<file path="config.mk">
export PLATFORM = sky130hd
export DESIGN_NAME = irq_arbiter
export DESIGN_NICKNAME = d
export VERILOG_FILES = /design/src/rtl/irqarb_pkg.sv /design/src/rtl/irqarb_gate.sv /design/src/rtl/irqarb_prio.sv /design/src/rtl/irqarb_outreg.sv /design/src/rtl/irqarb_vec.sv /design/src/rtl/irq_arbiter.sv
export SDC_FILE = /design/constraint.sdc
export NUM_CORES = 1
export LEC_CHECK = 0
export ABC_AREA = 1
export BUFFER_PORTS_ARGS = -buffer_cell sky130_fd_sc_hd__buf_2
export CORE_ASPECT_RATIO = 1.2
export CORE_UTILIZATION = 37
export DETAILED_ROUTE_END_ITERATION = 12
export PLACE_DENSITY = 0.7
export SLEW_MARGIN = 20
export SYNTH_ARGS = -nofsm -noshare
export SYNTH_HDL_FRONTEND = slang
export SYNTH_HIERARCHICAL = 1
export SYNTH_SLANG_ARGS = --single-unit
export TNS_END_PERCENT = 50
</file>
<file path="constraint.sdc">
create_clock -name clk -period 0.8 [get_ports clk]
set_clock_uncertainty 0.1 [all_clocks]
set_input_delay 0.04 -clock clk [delete_from_list [all_inputs] [get_ports clk]]
set_output_delay 0.04 -clock clk [all_outputs]
set_load 0.01 [all_outputs]
</file>
<file path="src/rtl/irqarb_pkg.sv">
package irqarb_pkg;
  localparam int unsigned TYPE_W  = 4;
  localparam int unsigned TX_BASE = 5;
  localparam logic [TYPE_W-1:0] TYPE_NONE = '0;
endpackage

</file>
<file path="src/rtl/irqarb_gate.sv">
module irqarb_gate #(
  parameter int unsigned NUM_CH = 2
) (
  input  logic [NUM_CH-1:0] tx_en,
  input  logic [NUM_CH-1:0] tx_pend,
  input  logic [NUM_CH-1:0] ext_en,
  input  logic [NUM_CH-1:0] ext_pend,
  output logic [NUM_CH-1:0] tx_act,
  output logic [NUM_CH-1:0] ext_act
);
  for (genvar c = 0; c < NUM_CH; c++) begin : g_ch
    assign tx_act[c]  = tx_en[c]  & tx_pend[c];
    assign ext_act[c] = ext_en[c] & ext_pend[c];
  end
endmodule

</file>
<file path="src/rtl/irqarb_prio.sv">
module irqarb_prio
  import irqarb_pkg::*;
#(
  parameter int unsigned NUM_CH = 2
) (
  input  logic [NUM_CH-1:0] tx_act,
  input  logic [NUM_CH-1:0] ext_act,
  input  logic              master_en,
  output logic [TYPE_W-1:0] code_nxt,
  output logic              req_any
);
  localparam int unsigned NSRC     = 2 * NUM_CH;
  localparam int unsigned EXT_BASE = TX_BASE + NUM_CH;

  logic [NSRC-1:0]   ranked;
  logic [TYPE_W-1:0] code_tbl [NSRC];

  // rank 0 is highest: transmit class first, higher channel index first
  for (genvar r = 0; r < NSRC; r++) begin : g_rank
    if (r < NUM_CH) begin : g_tx
      localparam int CODE = TX_BASE + (NUM_CH - 1 - r);
      assign ranked[r]   = tx_act[NUM_CH-1-r];
      assign code_tbl[r] = CODE[TYPE_W-1:0];
    end else begin : g_ext
      localparam int CODE = EXT_BASE + (NSRC - 1 - r);
      assign ranked[r]   = ext_act[NSRC-1-r];
      assign code_tbl[r] = CODE[TYPE_W-1:0];
    end
  end

  always_comb begin
    code_nxt = TYPE_NONE;
    for (int r = NSRC - 1; r >= 0; r--) begin
      if (ranked[r]) code_nxt = code_tbl[r];
    end
    if (!master_en) code_nxt = TYPE_NONE;
    req_any = master_en & (|ranked);
  end
endmodule

</file>
<file path="src/rtl/irqarb_outreg.sv">
module irqarb_outreg
  import irqarb_pkg::*;
(
  input  logic              clk,
  input  logic              rst,
  input  logic              req_any,
  input  logic              ack,
  input  logic [TYPE_W-1:0] code_nxt,
  output logic              irq_req,
  output logic [TYPE_W-1:0] irq_type
);
  logic              req_nxt;
  logic              req_q;
  logic [TYPE_W-1:0] type_q;

  assign req_nxt = req_any & ~ack;

  always_ff @(posedge clk) begin
    if (rst) begin
      req_q  <= 1'b0;
      type_q <= TYPE_NONE;
    end else begin
      if (req_nxt != req_q)   req_q  <= req_nxt;
      if (code_nxt != type_q) type_q <= code_nxt;
    end
  end

  assign irq_req  = req_q;
  assign irq_type = type_q;


  ack_masks_req_chk: assert property (@(posedge clk) disable iff (rst)
    ack |=> !irq_req);

  req_has_type_chk: assert property (@(posedge clk) disable iff (rst)
    irq_req |-> (irq_type != TYPE_NONE));
endmodule

</file>
<file path="src/rtl/irqarb_vec.sv">
module irqarb_vec #(
  parameter int unsigned VEC_W = 8
) (
  input  logic             clk,
  input  logic             rst,
  input  logic             we,
  input  logic [VEC_W-1:0] wdata,
  output logic [VEC_W-1:0] vec
);
  logic [VEC_W-1:0] vec_q;

  always_ff @(posedge clk) begin
    if (rst)     vec_q <= '0;
    else if (we) vec_q <= wdata;
  end

  assign vec = vec_q;


  vec_load_chk: assert property (@(posedge clk) disable iff (rst)
    we |=> (vec == $past(wdata)));

  vec_hold_chk: assert property (@(posedge clk) disable iff (rst)
    !we |=> $stable(vec));
endmodule

</file>
<file path="src/rtl/irq_arbiter.sv">
module irq_arbiter
  import irqarb_pkg::*;
#(
  parameter int unsigned NUM_CH = 2,
  parameter int unsigned VEC_W  = 8
) (
  input  logic              clk,
  input  logic              rst,
  input  logic              master_en,
  input  logic [NUM_CH-1:0] tx_irq_en,
  input  logic [NUM_CH-1:0] tx_irq_pend,
  input  logic [NUM_CH-1:0] ext_irq_en,
  input  logic [NUM_CH-1:0] ext_irq_pend,
  input  logic              irq_ack,
  input  logic              vec_we,
  input  logic [VEC_W-1:0]  vec_wdata,
  output logic              irq_req,
  output logic [TYPE_W-1:0] irq_type,
  output logic [VEC_W-1:0]  irq_vector
);
  localparam int TOP_TX_CODE = TX_BASE + NUM_CH - 1;

  logic [NUM_CH-1:0] tx_act;
  logic [NUM_CH-1:0] ext_act;
  logic [TYPE_W-1:0] code_nxt;
  logic              req_any;

  irqarb_gate #(.NUM_CH(NUM_CH)) u_gate (
    .tx_en   (tx_irq_en),
    .tx_pend (tx_irq_pend),
    .ext_en  (ext_irq_en),
    .ext_pend(ext_irq_pend),
    .tx_act  (tx_act),
    .ext_act (ext_act)
  );

  irqarb_prio #(.NUM_CH(NUM_CH)) u_prio (
    .tx_act   (tx_act),
    .ext_act  (ext_act),
    .master_en(master_en),
    .code_nxt (code_nxt),
    .req_any  (req_any)
  );

  irqarb_outreg u_out (
    .clk     (clk),
    .rst     (rst),
    .req_any (req_any),
    .ack     (irq_ack),
    .code_nxt(code_nxt),
    .irq_req (irq_req),
    .irq_type(irq_type)
  );

  irqarb_vec #(.VEC_W(VEC_W)) u_vec (
    .clk  (clk),
    .rst  (rst),
    .we   (vec_we),
    .wdata(vec_wdata),
    .vec  (irq_vector)
  );


  master_off_chk: assert property (@(posedge clk) disable iff (rst)
    !master_en |=> (!irq_req && irq_type == TYPE_NONE));

  top_source_wins_chk: assert property (@(posedge clk) disable iff (rst)
    (master_en && tx_irq_en[NUM_CH-1] && tx_irq_pend[NUM_CH-1])
      |=> (irq_type == TOP_TX_CODE[TYPE_W-1:0]));

  no_source_no_req_chk: assert property (@(posedge clk) disable iff (rst)
    ((tx_irq_en & tx_irq_pend) == '0 && (ext_irq_en & ext_irq_pend) == '0)
      |=> !irq_req);
endmodule

</file>
# Word level (Yosys, flattened, before mapping)
# Index checks and enable logic that the tools add are counted.
# totals
ff_bits	13
in_bits	21
out_inout_bits	13
word_cells	18
# classes
eq_ne	2
muxes	5
bitwise_logic	7
n_reduce_logical	1
# ops
operator	n
two-way mux 4 bit	4
AND 1 bit	6
inequality test 4 bit	1
OR reduction 4 bit	1
two-way mux 3 bit	1
inequality test 1 bit	1
inverter 1 bit	1

# Longest topological paths before layout
# Gate-level depths: netlist (run 1).
# logic_depth
ltp_word	7
ltp_mapped	9
depth_no_buf	9

# Cells and area by module
# The synthesis (run 1) kept the hierarchy.
# by_module_without_submodules
module	n_inst	cells_each	area_each_um2	seq_area_each_um2
irqarb_vec	1	51	341.6	160.2
irqarb_outreg	1	16	141.4	100.1
irqarb_prio	1	16	70.1	0.0
irqarb_gate	1	8	30.0	0.0

# Worst setup path after synthesis (run 1)
# Ideal clock, no wire load.
# synth_path
kind	reg-to-reg
start	reg, netlist name u_vec/vec[6]
end	reg u_vec.vec_q[6] (netlist: u_vec/vec[6])
setup_time_ns	0.114
arrival_ns	0.469
required_time_ns	0.586
slack_ns	0.117
stages_incl_launch_ff	3
path_buffers	0
period_less_slack_ns	0.683
path_cell_list	dfxtp_1 -> nor2_1 -> nor2_2
# synth_rtl
element	line_no	rtl
end signal, assigned	irqarb_vec.sv:14	else if (we) vec_q <= wdata;
end, declared	irqarb_vec.sv:10	logic [VEC_W-1:0] vec_q;

# Worst setup path in the final report (run 1)
# layout_path
start	reg u_vec.vec_q[0] (netlist: u_vec/vec[0])
end	out irq_vector[0]
# layout_rtl
element	line_no	rtl
end, declared	irq_arbiter.sv:19	output logic [VEC_W-1:0] irq_vector
# No word-level cell between the ends.

==> results by group, run 1 <==
Status
  • Outcome: finished, violations left
  • Failing checks: hold timing, setup timing

Drt
  • Final ANT Viol Nets: 0
  • Violation count after the first detailed-route iteration: 8
  • Vias per cell: roughly 4
  • DR vias: about 610
  • Iteration count of the initial detailed-routing pass: 3
  • DRC: 0
  • Mean routed wirelength per cell: 7.97 um
  • Total wire length: about 1.2 mm

Power and ir drop
  • Internal: roughly 1.0 mW
  • P_leak: 0.546 nW
  • Switching share of power: 24.9%
  • P_sw: 0.345 mW
  • IR Drop Worst-Case VDD: 0.661 mV
  • Logic pwr share: a little over a fifth
  • Flop pwr share: between 50 and 60%
  • Clock Power Share: between 20% and 30%
  • Pwr Density: approximately 1500 nW/um2
  • Total Power: 1.39 mW

Worst setup path
  • CP Launch Type: register
  • Buf/Inv on CP: 1
  • Setup CP Type: register to output pin
  • Crit-path slowest cell: dfxtp_2
  • Crit path largest cell delay: between 0.3 and 0.4 ns
  • Reg-to-reg endpoint: u_vec/vec[6]
  • Worst setup path end: irq_vector[0]
  • FF-to-FF path depth: 2
  • CP Cell Sequence: buf_6
  • Worst path required time: approximately 0.66 ns
  • Arrival time worst endpoint: 0.71 ns
  • WP depth: 1
  • Delay-heaviest family, CP: flip-flops
  • Critical path peak fanout: 2
  • R2r setup slk: approximately 0.11 ns
  • CP startpoint: u_vec/vec[0]
  • Critical path endpoint category: output pin
  • RR Startpoint: u_vec/vec[6]

Floorplanning
  • Core area: ~1400 um2
  • Initial Util: about two fifths
  • Die area: 1740 um2
  • Die width: 38.2 um
  • Rows: 15
  • DIE HEIGHT: about 45 um
  • # IOs: 34

Final layout
  • Post-Route Utilization: 62.9%
  • Area grow syn2layout: 55.8%
  • Finished Cell Area: 908 um2
  • Layout Nets: 153
  • Most frequent cells in the layout: buf_2 (22), nand2_1 (22), nor2_1 (22)
  • Seq. cell area: around 270 um2
  • Final cell count without fillers: approximately 150
  • # diodes: 0
  • Footprint of the multi-input gates: about 210 um2
  • Layout filler cell count: 130
  • Layout cell share with drive strength beyond 1: around two fifths

Global route
  • Global-route wire length before repair: between 1.5 and 2 mm
  • GRT Overall Usage: between 15 and 20%
  • Vias in the first global route: between 500 and 600
  • Initial antenna violation count: 0
  • Largest net degree at the start of global routing: 17
  • Total gr overflow: 0

Synthesis
  • Post-synth top area cell: dfxtp_1
  • Cell Area, Synth: around 580 um2
  • Post-Syn Instances: 91
  • Share of Yosys cell area claimed by the top area cell type: 44.6%
  • Synth top area cells: dfxtp_1 (45%), nand2_1 (14%), nor2_1 (14%), inv_1 (12%), buf_6 (3.9%)
  • Mean Syn Cell Area: about 6.4 um2
  • Synth cell types: 12
  • Synth Net Count: ~110
  • Yosys warnings: 6
  • Share of the yosys chip area belonging to registers: approximately 45%
  • FF+latch count, synth: 13

Placement
  • GP Congestion: approximately 0.65
  • Placed cell count: 140
  • Pre-CTS setup slack: -0.0174 ns
  • Detailed Place HPWL: 887 um
  • PortBufs: 33
  • DP Area: ~750 um2

Min path
  • Class of the worst hold path: input port to register

Timing
  • Worst Slack Setup Final: -0.0487 ns
  • Hold WS: -0.0401 ns
  • Final setup violation count: 13
  • Max Fclk: approximately 1200 MHz
  • Fin Setup TNS: -0.495 ns
  • Slew headroom: 82.2%
  • Period utilisation layout: 106%
  • Slew Limit Fails: 0
  • RSZ-0062 raised after global routing: true
  • Fin crit period: 0.849 ns
  • Worst Tran Pin Value: 0.268 ns
  • Final Hold Vio Count: 10

Clocking
  • TritonCTS clock tree: done
  • Clk_lat worst skew: 0.27 ns
  • Reg clk slew, reported paths: around 0.080 ns
  • CTS buffer count: 3
  • Clk sinks: 13
  • CTS Hold Bufs: 4
  • H-tree Lvls: 1
  • Clk root buf: clkbuf_4
  • Clock Tree Buf Depth: 2

Run
  • Max Cap Viol: 0
[layout make-up]
class	instances	area share, %
inverter	23	9.50
clock buffer	4	2.89
sequential	13	30.2
multi-input combinational	53	23.6
timing repair buffer	38	31.5
tap	17	2.34
[cells by family (layout without fill, tap and decap cells)]
| group | Yosys count | after routing | synth area share (%) |
|---|---|---|---|
| compound gates | 3 | 3 | 2.57 |
| buf+inv | 25 | 65 | 18.7 |
| simple gates | 50 | 50 | 34.1 |
| flops | 13 | 13 | 44.6 |
[synth_stat cells]
cell       n
nand2_1   22
nor2_1    22
inv_1     19
dfxtp_1   13
a21oi_1    3
inv_2      3
buf_6      2
nand2_2    2
nand3_1    2
clkinv_1   1
nor2_2     1
nor3_1     1
[worst register-to-register path, delay by kind of cell (launching register included)]
kind | cells | cell delay [ns]
flops | 1 | 0.33
simple gates | 2 | 0.17
[worst min path at each step]
stage                             from                 to  slack (ns)  cells past startpoint
final                              rst  u_out/irq_type[0]       -0.04                      3
after global routing               rst  u_out/irq_type[0]       -0.02                      3
after CTS                 vec_wdata[5]       u_vec/vec[5]       -0.04                      5
after detailed placement       irq_ack      u_out/irq_req        0.19                      4
after global placement         irq_ack      u_out/irq_req        0.19                      4
after floorplan                    rst  u_out/irq_type[2]        0.01                      1
[power groups by stage]
stage                     logic [mW]  clock network (mW)  registers, mW
final                          0.288               0.385          0.713
after floorplan                0.121                   0          0.733
after detailed placement       0.236                   0          0.714
after global routing           0.328               0.433          0.717
after global placement         0.230                   0          0.713
after CTS                      0.285               0.397          0.713
[routing by layer]
layer  GRT usage, %  part of all wire [%]
met1           15.3                    40
met2           30.2                    54
met3           2.94                   4.2
met4           10.7                   1.8
met5              0                     0
[registers in the layout, summed over array words and instances (netlist names)]
register and cells:
u_vec/vec 8, u_out/irq_req 1, u_out/irq_type 4
[repair_timing]
action | CTS | global route
pin swaps | 0 | 0
hold endpoints to repair | 13 | 7
setup buffers | 0 | 0
resized for setup | 20 | 5
setup endpoints to repair | 13 | 16
Power figures use the tool's default switching activity.
==> inputs of run 2 (changes only) <==
- CORE_ASPECT_RATIO: 1.2 -> unset
- CORE_UTILIZATION: 37 -> 41
- PLACE_DENSITY: 0.7 -> 0.74
- SLEW_MARGIN: 20 -> 10
- clock period: 0.8 -> 0.95 ns (I/O delays scaled with it)
==> results by group, run 2 (synthesis results as in run 1) <==
Global route
  • GRT Overall Usage: a little under a fifth
  • Initial antenna violation count: 0
  • Total gr overflow: 0
  • Largest net degree at the start of global routing: 17
  • Vias in the first global route: roughly 480
  • GR peak layer: met2
  • Global-route wire length before repair: 1.81 mm
  • Grt met2 use: approximately 33%
  • Met1 Usage GRT: between 15 and 20%
  • M3 GR Usage: between 6 and 7%

Timing
  • Fin crit period: roughly 0.93 ns
  • Worst Slack Setup Final: 0.0170 ns
  • Worst Tran Pin Value: 0.265 ns
  • Final Hold Vio Count: 0
  • Fin Setup TNS: 0 ns
  • Max Fclk: around 1100 MHz
  • Hold WS: between 0.03 and 0.04 ns
  • Slew Limit Fails: 0
  • Period utilisation layout: a little over nine tenths
  • Final setup violation count: 0
  • Slew headroom: 82.3%

Clocking
  • Clk sinks: 13
  • Post-CTS Setup Bufs: 0
  • Reg clk slew, reported paths: ~0.08 ns
  • TritonCTS clock tree: done
  • Clock Tree Buf Depth: 2
  • H-tree Lvls: 1
  • Clk root buf: clkbuf_4
  • Clk_lat worst skew: 0.27 ns
  • CTS buffer count: 3

Worst setup path
  • Crit path largest cell delay: 0.52 ns
  • Arrival time worst endpoint: approximately 1.0 ns
  • Delay-heaviest family, CP: buffers and inverters
  • Worst path required time: 1.05 ns
  • Critical path peak fanout: 3
  • Setup CP Type: input port to register
  • Crit-path slowest cell: dlygate4sd3_1
  • Buf/Inv on CP: 3
  • CP Launch Type: input port
  • Critical path endpoint category: register
  • CP Cell Sequence: dlygate4sd3_1, buf_2, nand2_1, nor3_2, inv_1, nor2_1

Power and ir drop
  • P_leak: about 0.54 nW
  • Pwr Density: around 1300 nW/um2
  • IR Drop Worst-Case VDD: 0.676 mV

Final layout
  • Final cell count without fillers: between 150 and 200
  • # diodes: 0
  • Area grow syn2layout: 52.8%
  • Max FFs per register: 8
  • Most common cell after layout, fill and taps aside: buf_2
  • Layout Nets: approximately 160
  • Layout cell share with drive strength beyond 1: between 30 and 40%
  • Most frequent cells in the layout: buf_2 (33), nand2_1 (22), nor2_1 (22)
  • Layout filler cell count: 118

Drt
  • Violation count after the first detailed-route iteration: 14
  • Vias per cell: 4.18
  • DRC: 0
  • Final ANT Viol Nets: 0
  • Total wire length: between 1 and 1.5 mm
  • Iteration count of the initial detailed-routing pass: 4
  • DR vias: between 600 and 700
  • Mean routed wirelength per cell: about 8 um

Floorplanning
  • Core area: 1320 um2
  • Die area: 1580 um2
  • Rows: 13
  • DIE HEIGHT: 39.7 um
  • Initial Util: between 40% and 50%
  • Die width: between 30 and 40 um
  • # IOs: 34

Placement
  • Detailed Place HPWL: between 700 and 800 um
  • Placed cell count: about 140
  • PortBufs: 33
  • GP Congestion: 0.737
  • Pre-CTS setup slack: roughly 0.16 ns

Min path
  • Class of the worst hold path: input port to register

Run
  • Max Cap Viol: 0

Status
  • Outcome: finished clean
==> run 2: power by group <==
| part | internal [mW] | switching, mW | leakage [nW] |
|---|---|---|---|
| combinational | 0.117 | 0.115 | 0.416 |
| clock | 0.163 | 0.167 | 0.0150 |
| sequential | 0.576 | 0.0116 | 0.108 |
| total | 0.856 | 0.294 | 0.539 |
==> run 2: path summary, 6_finish.rpt <==
path | startpoint | end | slack, ns | depth (start not counted)
hold reg to reg | u_vec/vec[1] | u_vec/vec[1] | 0.37 | 2
setup / recovery | master_en | u_out/irq_type[3] | 0.02 | 6
hold / removal | rst | u_vec/vec[7] | 0.04 | 4
setup reg to reg | u_vec/vec[6] | u_vec/vec[6] | 0.28 | 2
==> run 2: metrics by stage <==
step           instance area [um2]  util [%]  total power, mW
3_5_place_dp                   744      56.5            0.794
5_1_grt                        891      67.6             1.24
6_report                       891      67.6             1.15
3_3_place_gp                   744      56.5            0.789
2_1_floorplan                  583         -            0.719
4_1_cts                        881      66.9             1.17
==> run 2: per-layer routing <==
layer / vias up / share of wire, %
met5: - / 0
met4: 0 / 1.3
met3: 2 / 4.3
met2: 24 / 51
met1: 263 / 44
li1: 347 / -
==> run 2: worst min-delay path: stages <==
cell	delay [ns]
buf_2	0.09
inv_1	0.11
nand2_1	0.10
nor2_1	0.03
==> run 2: cell type report <==
class / count / area (um2) / area share [%]
repair buffers: 44 / 275 / 30.9
flip-flops and latches: 13 / 262 / 29.4
multi-input cells: 53 / 223 / 25.0
inverters: 23 / 86.3 / 9.69
clock buffers: 4 / 26.3 / 2.95
well taps: 15 / 18.8 / 2.11
==> run 2: timing repair <==
action,in CTS,in global routing
resized for setup,0,3
hold buffers,11,0
setup endpoints to repair,0,2
hold endpoints to repair,13,0
